==> src/rtl/dmag_pkg.sv <==
// dmag_pkg: shared constants for the DMA protected range filter.
// Assumes register indices are small; bit positions are fixed by the register layout.
package dmag_pkg;
    localparam int EN_BIT       = 4;   // active-low window enable
    localparam int RO_BIT       = 3;   // access type, reads 0 (read-write)
    localparam int SER_CTRL_BIT = 1;   // serialize command, self-clearing
    localparam int SER_STS_BIT  = 0;   // serialize busy status

    typedef struct packed {
        logic valid;
        logic pass;
        logic viol;
    } verdict_t;
endpackage

==> src/rtl/dmag_range_bank.sv <==
// dmag_range_bank: holds the lower/upper bound registers of every window,
// produces the combinational "inside an active window" flag for the request
// address, and the read view of whichever bound register is addressed.
// Assumes wr_permit already reflects the serialize-before-reprogram rule.
module dmag_range_bank
    import dmag_pkg::*;
#(
    parameter int NUM_RANGES = 2,
    parameter int ADDR_W     = 64,
    parameter int GRAN_BITS  = 20,
    parameter int RA_W       = 3
) (
    input  logic              clk,
    input  logic              rst_n,
    input  logic              reg_we,
    input  logic [RA_W-1:0]   reg_addr,
    input  logic [ADDR_W-1:0] reg_wdata,
    input  logic              wr_permit,
    input  logic [ADDR_W-1:0] req_addr,
    output logic              hit,
    output logic [ADDR_W-1:0] rd_data
);
    localparam int FIELD_W = ADDR_W - GRAN_BITS;

    logic [FIELD_W-1:0] lo_f  [NUM_RANGES];
    logic [FIELD_W-1:0] hi_f  [NUM_RANGES];
    logic               lo_dis[NUM_RANGES];
    logic               hi_dis[NUM_RANGES];
    logic [NUM_RANGES-1:0] hit_vec;
    logic [FIELD_W-1:0] req_f;
    logic               wr_ok;
    logic               bits_unused;

    assign req_f       = req_addr[ADDR_W-1:GRAN_BITS];
    assign wr_ok       = reg_we && wr_permit;
    assign bits_unused = ^{req_addr[GRAN_BITS-1:0], reg_wdata[GRAN_BITS-1:EN_BIT+1],
                           reg_wdata[EN_BIT-1:0]};

    for (genvar i = 0; i < NUM_RANGES; i++) begin : g_win
        localparam logic [RA_W-1:0] LO_IDX = RA_W'(2 + 2 * i);
        localparam logic [RA_W-1:0] HI_IDX = RA_W'(3 + 2 * i);

        // Lower bound register: reset disabled, written only with permission.
        always_ff @(posedge clk) begin
            if (!rst_n) begin
                lo_f[i]   <= '0;
                lo_dis[i] <= 1'b1;
            end else if (wr_ok && reg_addr == LO_IDX) begin
                lo_f[i]   <= reg_wdata[ADDR_W-1:GRAN_BITS];
                lo_dis[i] <= reg_wdata[EN_BIT];
            end
        end

        // Upper bound register: reset disabled, written only with permission.
        always_ff @(posedge clk) begin
            if (!rst_n) begin
                hi_f[i]   <= '0;
                hi_dis[i] <= 1'b1;
            end else if (wr_ok && reg_addr == HI_IDX) begin
                hi_f[i]   <= reg_wdata[ADDR_W-1:GRAN_BITS];
                hi_dis[i] <= reg_wdata[EN_BIT];
            end
        end

        // Window match: both enables low and the upper address bits within inclusive bounds.
        assign hit_vec[i] = !lo_dis[i] && !hi_dis[i] &&
                            (req_f >= lo_f[i]) && (req_f <= hi_f[i]);

        // a bound register must not move on a write without permission.
        assert_locked_lo_R9: assert property (@(posedge clk) disable iff (!rst_n)
            (reg_we && !wr_permit) |=> ($stable(lo_f[i]) && $stable(lo_dis[i])));
        assert_locked_hi_R9: assert property (@(posedge clk) disable iff (!rst_n)
            (reg_we && !wr_permit) |=> ($stable(hi_f[i]) && $stable(hi_dis[i])));
    end

    assign hit = |hit_vec;

    // Read view: address field on top, active-low enable, access bit and reserved bits zero.
    always_comb begin
        rd_data = '0;
        for (int k = 0; k < NUM_RANGES; k++) begin
            if (reg_addr == RA_W'(2 + 2 * k)) begin
                rd_data[ADDR_W-1:GRAN_BITS] = lo_f[k];
                rd_data[EN_BIT]             = lo_dis[k];
            end
            if (reg_addr == RA_W'(3 + 2 * k)) begin
                rd_data[ADDR_W-1:GRAN_BITS] = hi_f[k];
                rd_data[EN_BIT]             = hi_dis[k];
            end
        end
        rd_data[RO_BIT] = 1'b0;
    end
endmodule

==> src/rtl/dmag_serializer.sv <==
// dmag_serializer: counts passed non-coherent requests still in flight, runs
// the busy state of a serialize command, and grants permission to reprogram
// bounds after a completed drain until the next accepted request.
// Assumes nc_done never retires more requests than were counted.
module dmag_serializer #(
    parameter int OUTS_W = 8
) (
    input  logic clk,
    input  logic rst_n,
    input  logic start,
    input  logic accept,
    input  logic inc,
    input  logic dec,
    output logic busy,
    output logic permit
);
    logic [OUTS_W-1:0] outs_q;

    // Outstanding non-coherent request count.
    always_ff @(posedge clk) begin
        if (!rst_n)          outs_q <= '0;
        else if (inc && !dec) outs_q <= outs_q + 1'b1;
        else if (dec && !inc) outs_q <= outs_q - 1'b1;
    end

    // Busy state: set by a start command, cleared once the count is zero.
    always_ff @(posedge clk) begin
        if (!rst_n)                     busy <= 1'b0;
        else if (!busy && start)        busy <= 1'b1;
        else if (busy && outs_q == '0)  busy <= 1'b0;
    end

    // Reprogram permission: granted at drain completion, withdrawn by a new start or acceptance.
    always_ff @(posedge clk) begin
        if (!rst_n)                          permit <= 1'b0;
        else if (busy && outs_q == '0)       permit <= 1'b1;
        else if (accept || (!busy && start)) permit <= 1'b0;
    end

    // busy cannot end while non-coherent work is outstanding.
    assert_hold_busy_R8: assert property (@(posedge clk) disable iff (!rst_n)
        (busy && outs_q != '0) |=> busy);
    // a start command when idle makes status busy on the next cycle.
    assert_start_busy_R7: assert property (@(posedge clk) disable iff (!rst_n)
        (!busy && start) |=> busy);
    // the count never retires more than it holds.
    assert_no_underflow_R8: assert property (@(posedge clk) disable iff (!rst_n)
        !(dec && !inc && outs_q == '0));
    // no request is accepted while busy.
    assert_no_accept_busy_R8: assert property (@(posedge clk) disable iff (!rst_n)
        busy |-> !accept);
endmodule

==> src/rtl/dmag_verdict.sv <==
// dmag_verdict: registers the pass/refuse decision for each accepted request
// and flags which accepted requests add to the non-coherent in-flight count.
// Assumes hit is valid in the cycle the request is accepted.
module dmag_verdict
    import dmag_pkg::*;
(
    input  logic     clk,
    input  logic     rst_n,
    input  logic     accept,
    input  logic     hit,
    input  logic     req_write,
    input  logic     req_snoop,
    output logic     count_inc,
    output verdict_t vrd
);
    logic refuse;

    assign refuse    = req_write && hit;
    assign count_inc = accept && !refuse && !req_snoop;

    // Verdict register: one entry per accepted request, cleared otherwise.
    always_ff @(posedge clk) begin
        if (!rst_n) begin
            vrd <= '0;
        end else begin
            vrd.valid <= accept;
            vrd.pass  <= accept && !refuse;
            vrd.viol  <= accept && refuse;
        end
    end

    // a violation pulse always comes with a refusing verdict.
    assert_viol_refuse_R4: assert property (@(posedge clk) disable iff (!rst_n)
        vrd.viol |-> (vrd.valid && !vrd.pass));
    // a verdict only follows an acceptance on the previous edge.
    assert_verdict_follows_R6: assert property (@(posedge clk) disable iff (!rst_n)
        vrd.valid |-> $past(accept));
endmodule

==> src/rtl/dma_range_guard.sv <==
// dma_range_guard: top of the DMA protected range filter. Decodes the
// register port, gates request acceptance on serialize status, and connects
// the window bank, the serializer and the verdict stage.
// Assumes one request per cycle at most and that nc_done retires passed
// non-snooped requests only.
module dma_range_guard
    import dmag_pkg::*;
#(
    parameter int NUM_RANGES = 2,
    parameter int ADDR_W     = 64,
    parameter int GRAN_BITS  = 20,
    parameter int OUTS_W     = 8,
    parameter int RA_W       = $clog2(2 * NUM_RANGES + 2)
) (
    input  logic              clk,
    input  logic              rst_n,
    input  logic              reg_we,
    input  logic [RA_W-1:0]   reg_addr,
    input  logic [ADDR_W-1:0] reg_wdata,
    output logic [ADDR_W-1:0] reg_rdata,
    input  logic              req_valid,
    output logic              req_ready,
    input  logic [ADDR_W-1:0] req_addr,
    input  logic              req_write,
    input  logic              req_snoop,
    input  logic              nc_done,
    output logic              vrd_valid,
    output logic              vrd_pass,
    output logic              vrd_viol
);
    logic              busy;
    logic              permit;
    logic              accept;
    logic              ser_start;
    logic              hit;
    logic              count_inc;
    logic [ADDR_W-1:0] bank_rd;
    verdict_t          vrd;

    assign req_ready = !busy;
    assign accept    = req_valid && req_ready;
    assign ser_start = reg_we && reg_addr == '0 && reg_wdata[SER_CTRL_BIT];

    dmag_range_bank #(
        .NUM_RANGES(NUM_RANGES), .ADDR_W(ADDR_W),
        .GRAN_BITS(GRAN_BITS), .RA_W(RA_W)
    ) bank_i (
        .clk(clk), .rst_n(rst_n), .reg_we(reg_we), .reg_addr(reg_addr),
        .reg_wdata(reg_wdata), .wr_permit(permit), .req_addr(req_addr),
        .hit(hit), .rd_data(bank_rd)
    );

    dmag_serializer #(.OUTS_W(OUTS_W)) ser_i (
        .clk(clk), .rst_n(rst_n), .start(ser_start), .accept(accept),
        .inc(count_inc), .dec(nc_done), .busy(busy), .permit(permit)
    );

    dmag_verdict vrd_i (
        .clk(clk), .rst_n(rst_n), .accept(accept), .hit(hit),
        .req_write(req_write), .req_snoop(req_snoop),
        .count_inc(count_inc), .vrd(vrd)
    );

    // Read mux: serialize register at index 0 shows busy only; bound registers from the bank.
    always_comb begin
        if (reg_addr == '0) begin
            reg_rdata              = '0;
            reg_rdata[SER_STS_BIT] = busy;
        end else begin
            reg_rdata = bank_rd;
        end
    end

    assign vrd_valid = vrd.valid;
    assign vrd_pass  = vrd.pass;
    assign vrd_viol  = vrd.viol;

    // a read is never refused.
    assert_read_passes_R5: assert property (@(posedge clk) disable iff (!rst_n)
        (accept && !req_write) |=> (vrd_valid && vrd_pass && !vrd_viol));
endmodule

==> config.mk <==
export PLATFORM = sky130hd
export DESIGN_NAME = dma_range_guard
export DESIGN_NICKNAME = d
export VERILOG_FILES = /design/src/rtl/dmag_pkg.sv /design/src/rtl/dmag_range_bank.sv /design/src/rtl/dmag_serializer.sv /design/src/rtl/dmag_verdict.sv /design/src/rtl/dma_range_guard.sv
export SDC_FILE = /design/constraint.sdc
export NUM_CORES = 1
export LEC_CHECK = 0
export ABC_AREA = 1
export BUFFER_PORTS_ARGS = -buffer_cell sky130_fd_sc_hd__buf_2
export CAP_MARGIN = 25
export CORE_ASPECT_RATIO = 1.2
export CORE_MARGIN = 5
export CORE_UTILIZATION = 47
export CTS_CLUSTER_SIZE = 16
export DETAILED_ROUTE_END_ITERATION = 16
export GPL_ROUTABILITY_DRIVEN = 0
export PLACE_DENSITY = 0.79
export SLEW_MARGIN = 20
export SYNTH_ARGS = -nofsm -noshare
export SYNTH_HDL_FRONTEND = slang
export SYNTH_SLANG_ARGS = --single-unit
==> constraint.sdc <==
create_clock -name clk -period 11.8 [get_ports clk]
set_clock_uncertainty 0.15 [all_clocks]
set_input_delay 1.18 -clock clk [delete_from_list [all_inputs] [get_ports clk]]
set_output_delay 1.18 -clock clk [all_outputs]
set_load 0.03 [all_outputs]
Yosys cells after proc, flatten, opt, wreduce, memory -nomap -nowiden
Memories as Yosys holds them, arrays and structs flattened. Index checks and enable logic that the tools add are counted. Widths: inputs -> output; s select.

Bits in registers: 13. Bits in writable memories: 180. Bits of input ports: 138. Output and inout port bits: 68. Word-level logic and storage cells: 102. Memories kept: 4.

Add/sub/neg operators: 2. Magnitude comparators: 4. Eq/ne operators: 4. Multiplexer cells: 36. Bitwise gates (word level): 8. Reductions and logical operators: 38.

Memory list: bank_i.hi_f (depth 2, bits a word 44, rd ports 2, clocked after memory_dff 0, wr ports 2, RTL line dmag_range_bank.sv:26) `logic [FIELD_W-1:0] hi_f [NUM_RANGES];`; bank_i.lo_f (depth 2, bits a word 44, rd ports 2, clocked after memory_dff 0, wr ports 2, RTL line dmag_range_bank.sv:25) `logic [FIELD_W-1:0] lo_f [NUM_RANGES];`; bank_i.hi_dis (depth 2, bits a word 1, rd ports 2, clocked after memory_dff 0, wr ports 2, RTL line dmag_range_bank.sv:28) `logic hi_dis[NUM_RANGES];`; bank_i.lo_dis (depth 2, bits a word 1, rd ports 2, clocked after memory_dff 0, wr ports 2, RTL line dmag_range_bank.sv:27) `logic lo_dis[NUM_RANGES];`.

Operator list (number): $mux 44 (8); $ge 44x44->1 (2); $le 44x44->1 (2); $mux 64 (1); $mux 1 (25); $logic_and 1x1->1 (22); $mux 8 (2); $logic_not 1->1 (9); $add 8x1->8 const B (1); $logic_not 8->1 (1); $or 1x1->1 (8); $sub 8x1->8 const B (1); $eq 3x2->1 const B (2); $eq 3x3->1 const B (2); $reduce_bool 2->1 (3); $logic_not 3->1 (1); $reduce_or 2->1 (1); $logic_or 1x1->1 (1).

Logic depth before layout (Yosys ltp)
An unclocked memory read counts as a cell.

Word-level depth: 14. Depth in mapped cells: 28. Mapped depth without buffers: 28.

Modules after synthesis
Synthesis repeated with hierarchy kept, for this count alone.

Cell total of the unflattened synthesis: 1658. Area, all modules: 13745.7 um^2.

Modules (own cells, without submodules): dmag_range_bank (instances 1, cells each 1391, area each 12263.0 um^2, sequential area each 5405.2 um^2); dmag_serializer (instances 1, cells each 111, area each 760.7 um^2, sequential area each 200.2 um^2); dma_range_guard (instances 1, cells each 144, area each 620.6 um^2, sequential area each 0.0 um^2); dmag_verdict (instances 1, cells each 12, area each 101.3 um^2, sequential area each 60.1 um^2).

Worst setup path before layout
OpenSTA, ideal clock, no wires.

Kind: input to register. Start: input reg_addr[1]. End: memory bank_i.lo_dis[1], enable pin. Setup time: 510 ps. Data arrival time: 4957 ps. Data required time: 11140 ps. Slack: 6183 ps. Cell stages on the path: 5. Path buffers: 2. Path through: nor2_1 > nand2_1 > buf_2 > clkbuf_1 > o21ai_0.

RTL lines: start, declared (RTL line dma_range_guard.sv:18) `input logic [RA_W-1:0] reg_addr,`; end, declared (RTL line dmag_range_bank.sv:27).

Worst setup path in the final report
Start: input reg_addr[1]. End: output reg_rdata[21].

Cells in the longest elaborated chain, start to end: 6. Elaborated cells between the ends (all ways): 10. Classes of those cells: eq/ne (4); mux (5); reduce/logical (1).

Ends and longest elaborated chain: $eq 3x2->1 (RTL line dmag_range_bank.sv:82) `if (reg_addr == RA_W'(2 + 2 * k)) begin`; $mux 44 (RTL line dmag_range_bank.sv:82); $mux 44 (RTL line dmag_range_bank.sv:86) `if (reg_addr == RA_W'(3 + 2 * k)) begin`; $mux 44 (RTL line dmag_range_bank.sv:82); $mux 44 (RTL line dmag_range_bank.sv:86); $mux 64 (*) (RTL line dma_range_guard.sv:66) `if (reg_addr == '0) begin`; end, declared (RTL line dma_range_guard.sv:20) `output logic [ADDR_W-1:0] reg_rdata,`.

Mark *: on every way between the ends. The rest lies on a longest branch, timed or not.

==> run_results.csv <==
group,metric,value,unit
timing,hold_viol,0,
setup_path,reg2reg_from,"bank_i.lo_f[0][42]",
floorplan,rows,67,
yosys,ys_warn_count,0,
setup_path,cp_max_fo,51,
yosys,synth_cells,1550,
yosys,ys_types,40,
grt,antenna_found_initial,3,
setup_path,critPathLaunchType,"primary input",
cts,clock_sinks,193,
pwr,switching_share,0.310,
timing,fin_tns_setup,0,ps
route,vias_per_cell,5.23,
yosys,syn_area_per_cell,8.56,um^2
grt,gr-total-overflow,0,
setup_path,crit_end,"reg_rdata[21]",
setup_path,startpoint,"reg_addr[1]",
setup_path,worst_r2r_path_depth,25,
pwr,power.density,113,nW/um^2
cts,path_clk_slew,70,ps
timing,fmax,213,MHz
cts,cts_resized,0,
floorplan,dieWidth,163,um
pwr,vdd_drop_max,104,uV
route,drt_iter0_drc,747,
yosys,synth_seq_cells,193,
flow_run,max_cap_violations,0,
floorplan,core-area,27900,um^2
floorplan,die-area,31700,um^2
timing,post-route-period-util,0.398,
setup_path,crit_chain,"buf_2 -> nor2_1 -> nand2_2 -> buf_4 -> o221ai_1 -> o21ai_0 -> o21ai_0 -> buf_2",
setup_path,critPathCaptureType,"output port",
cts,cts_root_buf,"clkbuf_16",
pwr,pwr-share-comb,0.188,
setup_path,reg2reg_to,"ser_i.outs_q[7]",
cts,clock_path_buffers,2,
setup_path,required,10470,ps
cts,cts_setup_buffers,0,
route,wl_per_cell,16.7,um
setup_path,worstSetupPathType,"primary input to output port",
pwr,intPower,1170,uW
pwr,clkPwrFrac,0.349,
yosys,syn_area,13300,um^2
place,place_area,14300,um^2
cts,htreeDepth,4,
setup_path,critPathTopFamily,"buffers and inverters",
timing,min_period,4690,ps
grt,grt_pass1_wl,54.3,mm
floorplan,initial_core_util,0.475,
cts,holdBufCountCts,0,
setup_path,slowest_stage,"buf_4",
pwr,leakage,0.00728,uW
cts,cts_buffers,17,
timing,drv_slew,0,
pwr,switchingPower,524,uW
grt,grt_max_degree,52,
cts,cts_tree,"built",
setup_path,cp_num_cells,8,
final_layout,areaGrowthSynthToFinish,12.5,%
grt,grt_pass1_vias,11200,
route,route.vias.total,10900,
pwr,pwr-share-seq,0.463,
setup_path,arrival,3360,ps
route,post-route-drc-count,0,
final_layout,final_nets,2006,
place,dp_hpwl,24.9,mm
cts,clk_latency,450,ps
outcome,outcome,"finished, final reports clean",
route,ant_nets,0,
setup_path,critical-path-max-stage-delay,590,ps
floorplan,io_pins,206,
route,firstDrtPassIters,5,
timing,worst_slew_margin_rel,0.302,
timing,rsz0062_at_grt,"no",
timing,setup_viol,0,
setup_path,path_buf_inv,3,
grt,track_usage,0.217,
route,wl,34.6,mm
setup_path,r2r_slack,7930,ps
worst_hold_path,hold_class,"flip-flop to flip-flop",
final_layout,finalInstanceArea,14900,um^2
yosys,yosysSeqAreaShare,0.427,
timing,worstMarginPinSlew,1050,ps
floorplan,die_y,194,um
place,io_buffers,149,
final_layout,drive_above_1_share,0.123,
## cells in the final DEF, fill, tap and decap left out, types with 3 or more instances in the layout
cell	count
conb_1	18
nand3_1	28
dfxtp_1	13
o21ai_0	72
and2_1	3
inv_2	7
inv_8	3
nor2_1	239
a21oi_1	81
o21a_1	8
o221ai_1	41
inv_1	312
clkbuf_16	17
a21o_1	7
clkinv_8	6
xor2_1	5
o21ai_1	27
nand2_1	232
ha_1	183
buf_2	149
nor4_1	4
edfxtp_1	180
buf_4	5
o21ai_4	4
nand4_1	19
inv_6	3
nor3_4	4
## cell usage after synthesis (all sizes together)
cell | instances | share of area
ha | 183 | 0.17
clkbuf | 13 | 0.0037
inv | 320 | 0.091
o211ai | 1 | 0.00057
or2 | 1 | 0.00047
xor2 | 5 | 0.0033
a211oi | 1 | 0.00057
nor4 | 4 | 0.0019
buf | 45 | 0.024
nor2 | 241 | 0.069
and2 | 3 | 0.0014
fa | 1 | 0.0015
nor3b | 1 | 0.00057
nand4 | 19 | 0.0090
edfxtp | 180 | 0.41
o21ai | 103 | 0.039
a22oi | 2 | 0.0011
nand3b | 1 | 0.00057
a221oi | 2 | 0.0013
conb | 1 | 0.00028
a21o | 7 | 0.0040
nand3 | 28 | 0.011
o21a | 8 | 0.0045
a21oi | 81 | 0.031
dfxtp | 13 | 0.020
o221ai | 41 | 0.027
nand2 | 233 | 0.066
o21bai | 2 | 0.0011
xnor2 | 1 | 0.00066
a21boi | 1 | 0.00057
nor3 | 8 | 0.0072
## layout make-up
| type | count | area (um^2) |
|---|---|---|
| clock buffer | 17 | 425 |
| multi-input combinational | 996 | 6140 |
| fill | 2509 | 13000 |
| antenna | 1 | 2.50 |
| sequential | 193 | 5670 |
| timing repair buffer | 156 | 823 |
| inverter | 320 | 1200 |
| tap | 379 | 474 |
| clock inverter | 15 | 186 |
## stage by stage
step                power [uW]  worst slack [ps]  utilization  std cells  hold WS, ps
floorplan                 1020              6180            -       1567          314
global placement          1100              7030        0.511       2042          323
detailed placement        1110              6990        0.511       2042          338
CTS                       1700              7110        0.533       2074          350
global route              1770              7010        0.535       2077          389
finish                    1690              7110        0.535       2077          347
## flip-flops by register name, summed over array words and instances, names as in the netlist
signal and cells:
bank_i.hi_dis 2, bank_i.hi_f 88, bank_i.lo_dis 2, bank_i.lo_f 88, ser_i.busy 1, ser_i.outs_q 8
ser_i.permit 1, vrd_i.vrd 3
## power by group through the flow
| stage | clock [uW] | combinational (uW) | sequential (uW) |
|---|---|---|---|
| after floorplan | 0 | 218 | 800 |
| after CTS | 594 | 317 | 784 |
| after detailed placement | 0 | 314 | 799 |
| final | 590 | 319 | 784 |
| after global routing | 623 | 358 | 787 |
| after global placement | 0 | 303 | 798 |
## worst register-to-register path: cells and delay by family (launching register included)
kind            cells  cell delay (ps)
fa+ha+maj           3              820
flops               1              380
buf+inv             2              310
simple gates       15             1550
compound gates      5              600
## logic make-up after synthesis
group / share of synthesized area
AND/OR/NAND/NOR: 0.166
buffers and inverters: 0.118
AO/OA/AOI/OAI: 0.110
flip-flops: 0.427
adder cells (fa/ha/maj): 0.174
XOR/XNOR: 0.00396
other: 0.000283
## worst min path at each step
stage | from | to | slack (ps) | cells past startpoint
6_report | ser_i.permit | ser_i.permit | 350 | 2
5_1_grt | ser_i.busy | ser_i.busy | 390 | 2
4_1_cts | ser_i.permit | ser_i.permit | 350 | 2
3_5_place_dp | ser_i.permit | ser_i.permit | 340 | 2
3_3_place_gp | ser_i.permit | ser_i.permit | 320 | 2
2_1_floorplan | ser_i.permit | ser_i.permit | 310 | 2
## routing by layer
metal / track usage / routed length, um / part of all wire
met1: 0.255 / 13700 / 0.40
met2: 0.387 / 17400 / 0.50
met3: 0.0389 / 2370 / 0.069
met4: 0.0926 / 1100 / 0.032
met5: 0 / 22 / 0.00064
(Power assumes the default switching activity.)
